<file path="config.mk">
export PLATFORM = sky130hd
export DESIGN_NAME = uart_tx_framer
export DESIGN_NICKNAME = d
export VERILOG_FILES = /design/src/rtl/uart_tx_pkg.sv /design/src/rtl/uart_tx_hold.sv /design/src/rtl/uart_tx_bit_timer.sv /design/src/rtl/uart_tx_shifter.sv /design/src/rtl/uart_tx_framer.sv
export SDC_FILE = /design/constraint.sdc
export NUM_CORES = 1
export LEC_CHECK = 0
export CAP_MARGIN = 20
export CORE_MARGIN = 3
export CORE_UTILIZATION = 62
export CTS_CLUSTER_SIZE = 20
export DETAILED_ROUTE_END_ITERATION = 8
export DONT_BUFFER_PORTS = 1
export PLACE_DENSITY = 0.78
export SLEW_MARGIN = 30
export SYNTH_ARGS = -nofsm -noshare
export SYNTH_HDL_FRONTEND = slang
export SYNTH_SLANG_ARGS = --single-unit
export TNS_END_PERCENT = 1
</file>
<file path="constraint.sdc">
create_clock -name clk -period 2.5 [get_ports clk]
set_input_delay 0.25 -clock clk [delete_from_list [all_inputs] [get_ports clk]]
set_output_delay 0.25 -clock clk [all_outputs]
set_load 0.005 [all_outputs]
</file>
<file path="src/rtl/uart_tx_pkg.sv">
package uart_tx_pkg;

   typedef enum logic [2:0] {
      PH_IDLE,
      PH_START,
      PH_DATA,
      PH_PARITY,
      PH_STOP
   } tx_phase_e;

   typedef struct packed {
      logic [1:0] wlen;
      logic       long_stop;
      logic       par_en;
      logic       par_even;
      logic       par_fixed;
   } frame_cfg_t;

   function automatic frame_cfg_t cfg_from_lcr(input logic [7:0] lcr);
      frame_cfg_t c;
      c.wlen      = lcr[1:0];
      c.long_stop = lcr[2];
      c.par_en    = lcr[3];
      c.par_even  = lcr[4];
      c.par_fixed = lcr[5];
      return c;
   endfunction

   function automatic logic [3:0] word_bits(input logic [1:0] wlen);
      return 4'd5 + {2'b00, wlen};
   endfunction

   function automatic logic [7:0] mask_word(input logic [7:0] d, input logic [1:0] wlen);
      logic [7:0] m;
      for (int i = 0; i < 8; i++) m[i] = d[i] & (4'(i) < word_bits(wlen));
      return m;
   endfunction

   function automatic logic parity_of(input frame_cfg_t c, input logic [7:0] dm);
      if (c.par_fixed) return ~c.par_even;
      return c.par_even ? ^dm : ~^dm;
   endfunction

endpackage

</file>
<file path="src/rtl/uart_tx_hold.sv">
module uart_tx_hold #(
   parameter int WORD_W = 8
) (
   input  logic              clk,
   input  logic              rst_n,
   input  logic              wr_valid_i,
   input  logic [WORD_W-1:0] wr_data_i,
   input  logic              take_i,
   output logic [WORD_W-1:0] data_o,
   output logic              empty_o
);
   logic              full_q;
   logic [WORD_W-1:0] data_q;

   always_ff @(posedge clk or negedge rst_n) begin
      if (!rst_n) begin
         full_q <= 1'b0;
         data_q <= '0;
      end else if (take_i) begin
         full_q <= 1'b0;
      end else if (wr_valid_i && !full_q) begin
         full_q <= 1'b1;
         data_q <= wr_data_i;
      end
   end

   assign data_o  = data_q;
   assign empty_o = !full_q;
endmodule

</file>
<file path="src/rtl/uart_tx_bit_timer.sv">
module uart_tx_bit_timer #(
   parameter int CNT_W = 5
) (
   input  logic             clk,
   input  logic             rst_n,
   input  logic             clear_i,
   input  logic             tick_i,
   input  logic [CNT_W-1:0] last_i,
   output logic             done_o
);
   logic [CNT_W-1:0] cnt_q;

   assign done_o = tick_i && (cnt_q == last_i);

   always_ff @(posedge clk or negedge rst_n) begin
      if (!rst_n)        cnt_q <= '0;
      else if (clear_i)  cnt_q <= '0;
      else if (done_o)   cnt_q <= '0;
      else if (tick_i)   cnt_q <= cnt_q + 1'b1;
   end
endmodule

</file>
<file path="src/rtl/uart_tx_shifter.sv">
module uart_tx_shifter
   import uart_tx_pkg::*;
#(
   parameter int TICKS_PER_BIT = 16
) (
   input  logic       clk,
   input  logic       rst_n,
   input  logic       load_i,
   input  logic [7:0] data_i,
   input  frame_cfg_t cfg_i,
   input  logic       tick_i,
   output logic       busy_o,
   output logic       line_o
);
   localparam int CNT_W = $clog2(2 * TICKS_PER_BIT);
   localparam logic [CNT_W-1:0] LAST_ONE  = CNT_W'(TICKS_PER_BIT - 1);
   localparam logic [CNT_W-1:0] LAST_HALF = CNT_W'((3 * TICKS_PER_BIT) / 2 - 1);
   localparam logic [CNT_W-1:0] LAST_TWO  = CNT_W'(2 * TICKS_PER_BIT - 1);

   tx_phase_e        phase_q;
   frame_cfg_t       cfg_q;
   logic [7:0]       sh_q;
   logic [3:0]       left_q;
   logic             par_q;
   logic [CNT_W-1:0] last;
   logic             done;

   always_comb begin
      last = LAST_ONE;
      if (phase_q == PH_STOP && cfg_q.long_stop)
         last = (cfg_q.wlen == 2'b00) ? LAST_HALF : LAST_TWO;
   end

   uart_tx_bit_timer #(.CNT_W(CNT_W)) i_timer (
      .clk    (clk),
      .rst_n  (rst_n),
      .clear_i(load_i),
      .tick_i (tick_i && busy_o),
      .last_i (last),
      .done_o (done)
   );

   always_ff @(posedge clk or negedge rst_n) begin
      if (!rst_n) begin
         phase_q <= PH_IDLE;
         cfg_q   <= '0;
         sh_q    <= '0;
         left_q  <= '0;
         par_q   <= 1'b0;
      end else if (load_i) begin
         phase_q <= PH_START;
         cfg_q   <= cfg_i;
         sh_q    <= mask_word(data_i, cfg_i.wlen);
         left_q  <= word_bits(cfg_i.wlen);
         par_q   <= parity_of(cfg_i, mask_word(data_i, cfg_i.wlen));
      end else if (done) begin
         unique case (phase_q)
            PH_START:  phase_q <= PH_DATA;
            PH_DATA: begin
               sh_q   <= sh_q >> 1;
               left_q <= left_q - 1'b1;
               if (left_q == 4'd1) phase_q <= cfg_q.par_en ? PH_PARITY : PH_STOP;
            end
            PH_PARITY: phase_q <= PH_STOP;
            PH_STOP:   phase_q <= PH_IDLE;
            default:   phase_q <= PH_IDLE;
         endcase
      end
   end

   always_comb begin
      unique case (phase_q)
         PH_START:  line_o = 1'b0;
         PH_DATA:   line_o = sh_q[0];
         PH_PARITY: line_o = par_q;
         default:   line_o = 1'b1;
      endcase
   end

   assign busy_o = (phase_q != PH_IDLE);
endmodule

</file>
<file path="src/rtl/uart_tx_framer.sv">
module uart_tx_framer
   import uart_tx_pkg::*;
#(
   parameter int TICKS_PER_BIT    = 16,
   parameter bit BREAK_REGISTERED = 1'b0
) (
   input  logic       clk,
   input  logic       rst_n,
   input  logic       baud_tick_i,
   input  logic [7:0] lcr_i,
   input  logic [7:0] tx_data_i,
   input  logic       tx_valid_i,
   output logic       txd_o,
   output logic       hold_empty_o,
   output logic       tx_empty_o
);
   if (TICKS_PER_BIT < 2 || (TICKS_PER_BIT % 2) != 0) begin : g_bad_ticks
      $error("TICKS_PER_BIT must be even and at least 2");
   end

   logic [7:0] held_data;
   logic       take;
   logic       shift_busy;
   logic       shift_line;
   logic       brk;

   assign take = hold_empty_o == 1'b0 && !shift_busy;
   assign brk  = lcr_i[6];

   uart_tx_hold #(.WORD_W(8)) i_hold (
      .clk       (clk),
      .rst_n     (rst_n),
      .wr_valid_i(tx_valid_i),
      .wr_data_i (tx_data_i),
      .take_i    (take),
      .data_o    (held_data),
      .empty_o   (hold_empty_o)
   );

   uart_tx_shifter #(.TICKS_PER_BIT(TICKS_PER_BIT)) i_shift (
      .clk   (clk),
      .rst_n (rst_n),
      .load_i(take),
      .data_i(held_data),
      .cfg_i (cfg_from_lcr(lcr_i)),
      .tick_i(baud_tick_i),
      .busy_o(shift_busy),
      .line_o(shift_line)
   );

   if (BREAK_REGISTERED) begin : g_brk_reg
      logic txd_q;
      always_ff @(posedge clk or negedge rst_n) begin
         if (!rst_n) txd_q <= 1'b1;
         else        txd_q <= shift_line & ~brk;
      end
      assign txd_o = txd_q;
   end else begin : g_brk_comb
      assign txd_o = shift_line & ~brk;
   end

   assign tx_empty_o = hold_empty_o && !shift_busy;
endmodule

</file>
# Word level (Yosys, flattened, before mapping)
# Cells that the tools add are included.
# Widths: inputs -> output; s select.
# totals
regBits,34
latchBits,0
ram_bits,0
rom_bits,0
inputBits,20
output_inout_bits,3
elab_cells,83
memories,0
# classes
n_addsub,3
n_mul,0
div_mod_pow,0
magnitude_cmp,8
n_eq_ne,7
shifts,0
n_mux,24
n_bitwise,12
n_reduce_logical,19
# ops
operator,n
$mux 8,3
$mux 5,4
$lt 3x4->1 const A,4
$mux 4,4
$mux 3,4
$and 1x1->1,9
$pmux 3 s3,1
$lt 1x4->1 const A,2
$lt 2x4->1 const A,2
$reduce_xnor 8->1,1
$reduce_xor 8->1,1
$mux 1,7
$eq 3x2->1 const B,2
$logic_and 1x1->1,6
$reduce_and 2->1,3
$reduce_bool 2->1,3
$reduce_bool 3->1,2
$add 5x1->5 const B,1
$eq 5x5->1,1
$add 3x2->4 const A,1
$eq 4x1->1 const B,1
$sub 4x1->4 const B,1
$eq 3x1->1 const B,1
$eq 3x3->1 const B,1
5 further kinds,8

# Depth between registers and ports, before layout
# depth
depth_word,7
ltp_mapped,8

# Hierarchy
# Synthesis repeated with hierarchy kept, for this count alone.
# unflattened
cells_unflattened,179
area_unflattened_um2,1930.6
# modules_own_cells
module,n_inst,cells_each,area_each_um2
uart_tx_shifter,1,125,1241.2
uart_tx_hold,1,21,345.3
uart_tx_bit_timer,1,30,325.3
uart_tx_framer,1,3,18.8

# Worst setup path after synthesis
# OpenSTA, ideal clock, no wires.
# synth_path
path_kind,register to register
from,reg i_shift.phase_q[0]
to,reg i_shift.i_timer.cnt_q[4]
setup_time_ps,82
arrival_ps,1773
required_time_ps,2418
slack_ps,645
stages_incl_launch_ff,6
path_buffers,0
period_less_slack_ps,1855
path_cell_list,dfrtp_1 > nand4bb_1 > o31a_1 > o221a_1 > or4_1 > a31oi_1
# synth_via
elab_chain_cells,7
word_cells_on_any_way,12
cone_classes,2 x eq/ne; 3 x mux; 7 x reduce/logical
# synth_rtl
item,line_no,source
from (decl),uart_tx_shifter.sv:20,tx_phase_e phase_q;
from (signal assigned),uart_tx_shifter.sv:62,if (left_q == 4'd1) phase_q <= cfg_q.par_en ? PH_PARITY : PH_STOP;
$eq 3x3->1,uart_tx_shifter.sv:30,if (phase_q == PH_STOP && cfg_q.long_stop)
$logic_and 1x1->1,uart_tx_shifter.sv:30,
$mux 5,uart_tx_shifter.sv:30,
$eq 5x5->1,uart_tx_bit_timer.sv:13,assign done_o = tick_i && (cnt_q == last_i);
$logic_and 1x1->1,uart_tx_bit_timer.sv:13,
$mux 5,uart_tx_bit_timer.sv:18,else if (done_o) cnt_q <= '0;
$mux 5,uart_tx_bit_timer.sv:17,else if (clear_i) cnt_q <= '0;
to (signal assigned),uart_tx_bit_timer.sv:19,else if (tick_i) cnt_q <= cnt_q + 1'b1;
to (decl),uart_tx_bit_timer.sv:11,logic [CNT_W-1:0] cnt_q;
# Several ways; a longest one is shown, not always the timed one.
# A chain may end at the register's enable or synchronous reset.

# Worst setup path after layout
# layout_path
from,reg i_shift.phase_q[1]
to,reg i_shift.i_timer.cnt_q[4]
# Same word-level chain as after synthesis.

==> flow_summary.json <==
{
  "outcome": "completed",
  "synth_top_area_share_pct": 46.4,
  "holdPathEnd": "i_shift.cfg_q[2]",
  "slew_headroom_pct": 53.0,
  "hold_start": "lcr_i[3]",
  "fin_crit_ns": 2.04,
  "netlist_area_um2": 1840,
  "power.clock.fraction_pct": 16.2,
  "holdPathStages": 2,
  "root_buffer": "clkbuf_4",
  "fin_crit_sh_pct": 81.7,
  "clk_pin_slew_worst_paths_ns": 0.10,
  "avgSynthCellArea_um2": 9.41,
  "cp_max_fo": 4,
  "place_area_um2": 1890,
  "crit_buf_inv": 0,
  "clock.fmax_mhz": 490,
  "syn_inst": 195,
  "critPathTopFamily": "simple AND/OR/NAND/NOR gates",
  "cts_sinks": 34,
  "wl_per_cell_um": 16.8,
  "fp.dieH_um": 60.4,
  "grt_max_degree": 35,
  "setup_tns_ns": 0,
  "grt_util_met3_pct": 6.60,
  "p_comb_share_pct": 41.4,
  "first_pass_iters": 4,
  "hp-class": "primary input to flip-flop",
  "rsz0062_at_grt": "no",
  "ctsLongestPathBuffers": 2,
  "p_int_w": 0.00151,
  "r2r_start": "i_shift.phase_q[1]",
  "grtUsageMet1_pct": 34.2,
  "setup-violations-final": 0,
  "antenna_left": 0,
  "diodes": 0,
  "crit_required_ns": 2.77,
  "portBuffers": 0,
  "synth-seq-area-share_pct": 46.4,
  "crit_path_start": "i_shift.phase_q[1]",
  "end_kind": "flip-flop",
  "path_cells": "nand4bb_1 -> o31a_1 -> o221a_1 -> or4_1 -> a31oi_1",
  "swShare_pct": 38.0,
  "synth.distinct_cells": 38,
  "synth.most_common_cell": "dfrtp_1",
  "synth_seq_cells": 34,
  "drive_gt1_share_pct": 13.4,
  "yosysWarningCount": 0,
  "finalClockSkew_ns": 0.00594,
  "grtUsageMet2_pct": 40.0,
  "first_iter_violations": 105,
  "hold_violations": 0,
  "synth_top_cell_by_area": "dfrtp_1",
  "cp.arrival_ns": 2.31,
  "vias": 1520,
  "antenna_found_initial": 0,
  "rrSetupSlack_ns": 0.46,
  "critPathKind": "flip-flop to flip-flop",
  "busiest_layer": "met2",
  "slowest_delay_ns": 0.50,
  "io_pins": 23,
  "cts_inserted_buffers": 5,
  "p_seq_share_pct": 42.5,
  "routabilityCongestion": 0.836,
  "total_power_w": 0.00243,
  "grt_pass1_vias": 1536,
  "ys_top_cells_by_count": "dfrtp_1, nor2_1, nand2_1",
  "slew_viol_final": 0,
  "power_density_nw_per_um2": 1220,
  "area_growth_pct": 8.86,
  "tightestPinTransition_ns": 0.704,
  "synth_ff_type": "dfrtp_1",
  "synth_edf_count": 0,
  "synthTopCellsByArea": "dfrtp_1, mux2_2, a31oi_1",
  "grt_overflow": 0,
  "leakage_nw": 0.891,
  "worst_r2r_endpoint": "i_shift.i_timer.cnt_q[4]",
  "design_area_um2": 2000,
  "nets": 227,
  "drcViolationCount": 0,
  "r2r_cells": 5,
  "grt_first_pass_wirelength_um": 6820,
  "slowest_stage": "or4_1",
  "drv_cap": 0,
  "cts.htree.levels": 2,
  "hpwlAfterDp_um": 2810,
  "dieArea_um2": 3650,
  "totalWireLength_um": 3910,
  "vdd_drop_max_v": 0.000903,
  "start_kind": "flip-flop",
  "initial_core_util_pct": 66.0,
  "switchingPower_w": 0.000926,
  "rows": 19,
  "clk_latency_ns": 0.34,
  "async_flop_share_pct": 100,
  "final_core_util_pct": 71.8,
  "viasPerCell": 6.52,
  "grtUsageTotal_pct": 25.5,
  "syn_nets": 221,
  "core_area_um2": 2780,
  "cts_tree": "yes",
  "fp.dieW_um": 60.4
}
registers in the layout, indices dropped and copies added (netlist names):
name,flops
i_hold.full_q,1
i_hold.data_o,8
i_shift.sh_q,8
i_shift.i_timer.cnt_q,5
i_shift.left_q,4
i_shift.par_q,1
i_shift.phase_q,3
i_shift.cfg_q,4
per-layer routing:
| metal | up-vias | part of all wire (%) |
|---|---|---|
| met3 | 8 | 7.1 |
| li1 | 712 | - |
| met1 | 749 | 42 |
| met2 | 51 | 49 |
| met5 | - | 0 |
| met4 | 0 | 1.5 |
worst reg2reg max path: stages (launching register included):
cell,delay (ns)
dfrtp_1,0.40
nand4bb_1,0.28
o31a_1,0.31
o221a_1,0.30
or4_1,0.50
a31oi_1,0.17
kinds of logic (layout without fill, tap and decap cells):
family	Yosys count	in the layout	share of synthesized area (%)
AO/OA/AOI/OAI	55	55	18.4
buffers and inverters	22	29	4.84
adder cells (fa/ha/maj)	6	6	4.09
flip-flops	34	34	46.4
XOR/XNOR	6	6	4.36
multiplexers	8	8	4.91
AND/OR/NAND/NOR	64	64	17.0
metrics by stage:
| step | hold slack, ns | setup WS (ns) | instances |
|---|---|---|---|
| finish | 0.00341 | 0.458 | 233 |
| global route | 0.00569 | 0.270 | 233 |
| CTS | 0.00233 | 0.469 | 233 |
| detailed placement | -0.0447 | 0.491 | 223 |
| global placement | -0.0447 | 0.555 | 223 |
| floorplan | -0.0456 | 0.645 | 195 |
layout by cell type (no fill, tap or decap), types with 3 or more instances in the layout:
| cell | instances |
|---|---|
| a21oi_1 | 13 |
| a31oi_1 | 13 |
| buf_4 | 9 |
| clkbuf_4 | 5 |
| dfrtp_1 | 34 |
| ha_1 | 6 |
| inv_1 | 10 |
| mux2_2 | 8 |
| nand2_1 | 17 |
| nand3_1 | 7 |
| nor2_1 | 20 |
| nor2b_1 | 3 |
| o21ai_0 | 16 |
| or3_1 | 3 |
| or4_1 | 4 |
| xnor2_1 | 3 |
power by group through the flow:
stage / combinational [W] / sequential (W) / clock (W)
2_1_floorplan: 0.000799 / 0.000972 / 0
3_3_place_gp: 0.000929 / 0.00101 / 0
3_5_place_dp: 0.000982 / 0.00104 / 0
4_1_cts: 0.00100 / 0.00103 / 0.000398
5_1_grt: 0.00114 / 0.00108 / 0.000430
6_report: 0.00101 / 0.00103 / 0.000394
timing repair:
item,4_1_cts,5_1_grt
resized for setup,0,0
hold buffers,2,0
setup buffers,0,0
setup endpoints to repair,0,0
endpoints found under the hold margin,34,0
area by class of cell:
| class | instances | area (um2) |
|---|---|---|
| multi-input cells | 139 | 896 |
| flip-flops and latches | 34 | 851 |
| fillers | 209 | 783 |
| repair buffers | 11 | 97.6 |
| clock inverters | 3 | 40.0 |
| well taps | 31 | 38.8 |
| clock buffers | 5 | 37.5 |
| inverters | 10 | 37.5 |
worst max-delay path by stage:
stage | depth (start not counted) | to | slack (ns)
floorplan | 5 | i_shift.i_timer.cnt_q[4] | 0.65
global placement | 5 | i_shift.i_timer.cnt_q[4] | 0.55
detailed placement | 6 | i_shift.phase_q[0] | 0.49
CTS | 5 | i_shift.i_timer.cnt_q[4] | 0.47
global route | 6 | i_shift.phase_q[2] | 0.27
finish | 5 | i_shift.i_timer.cnt_q[4] | 0.46
(Power assumes the default switching activity.)
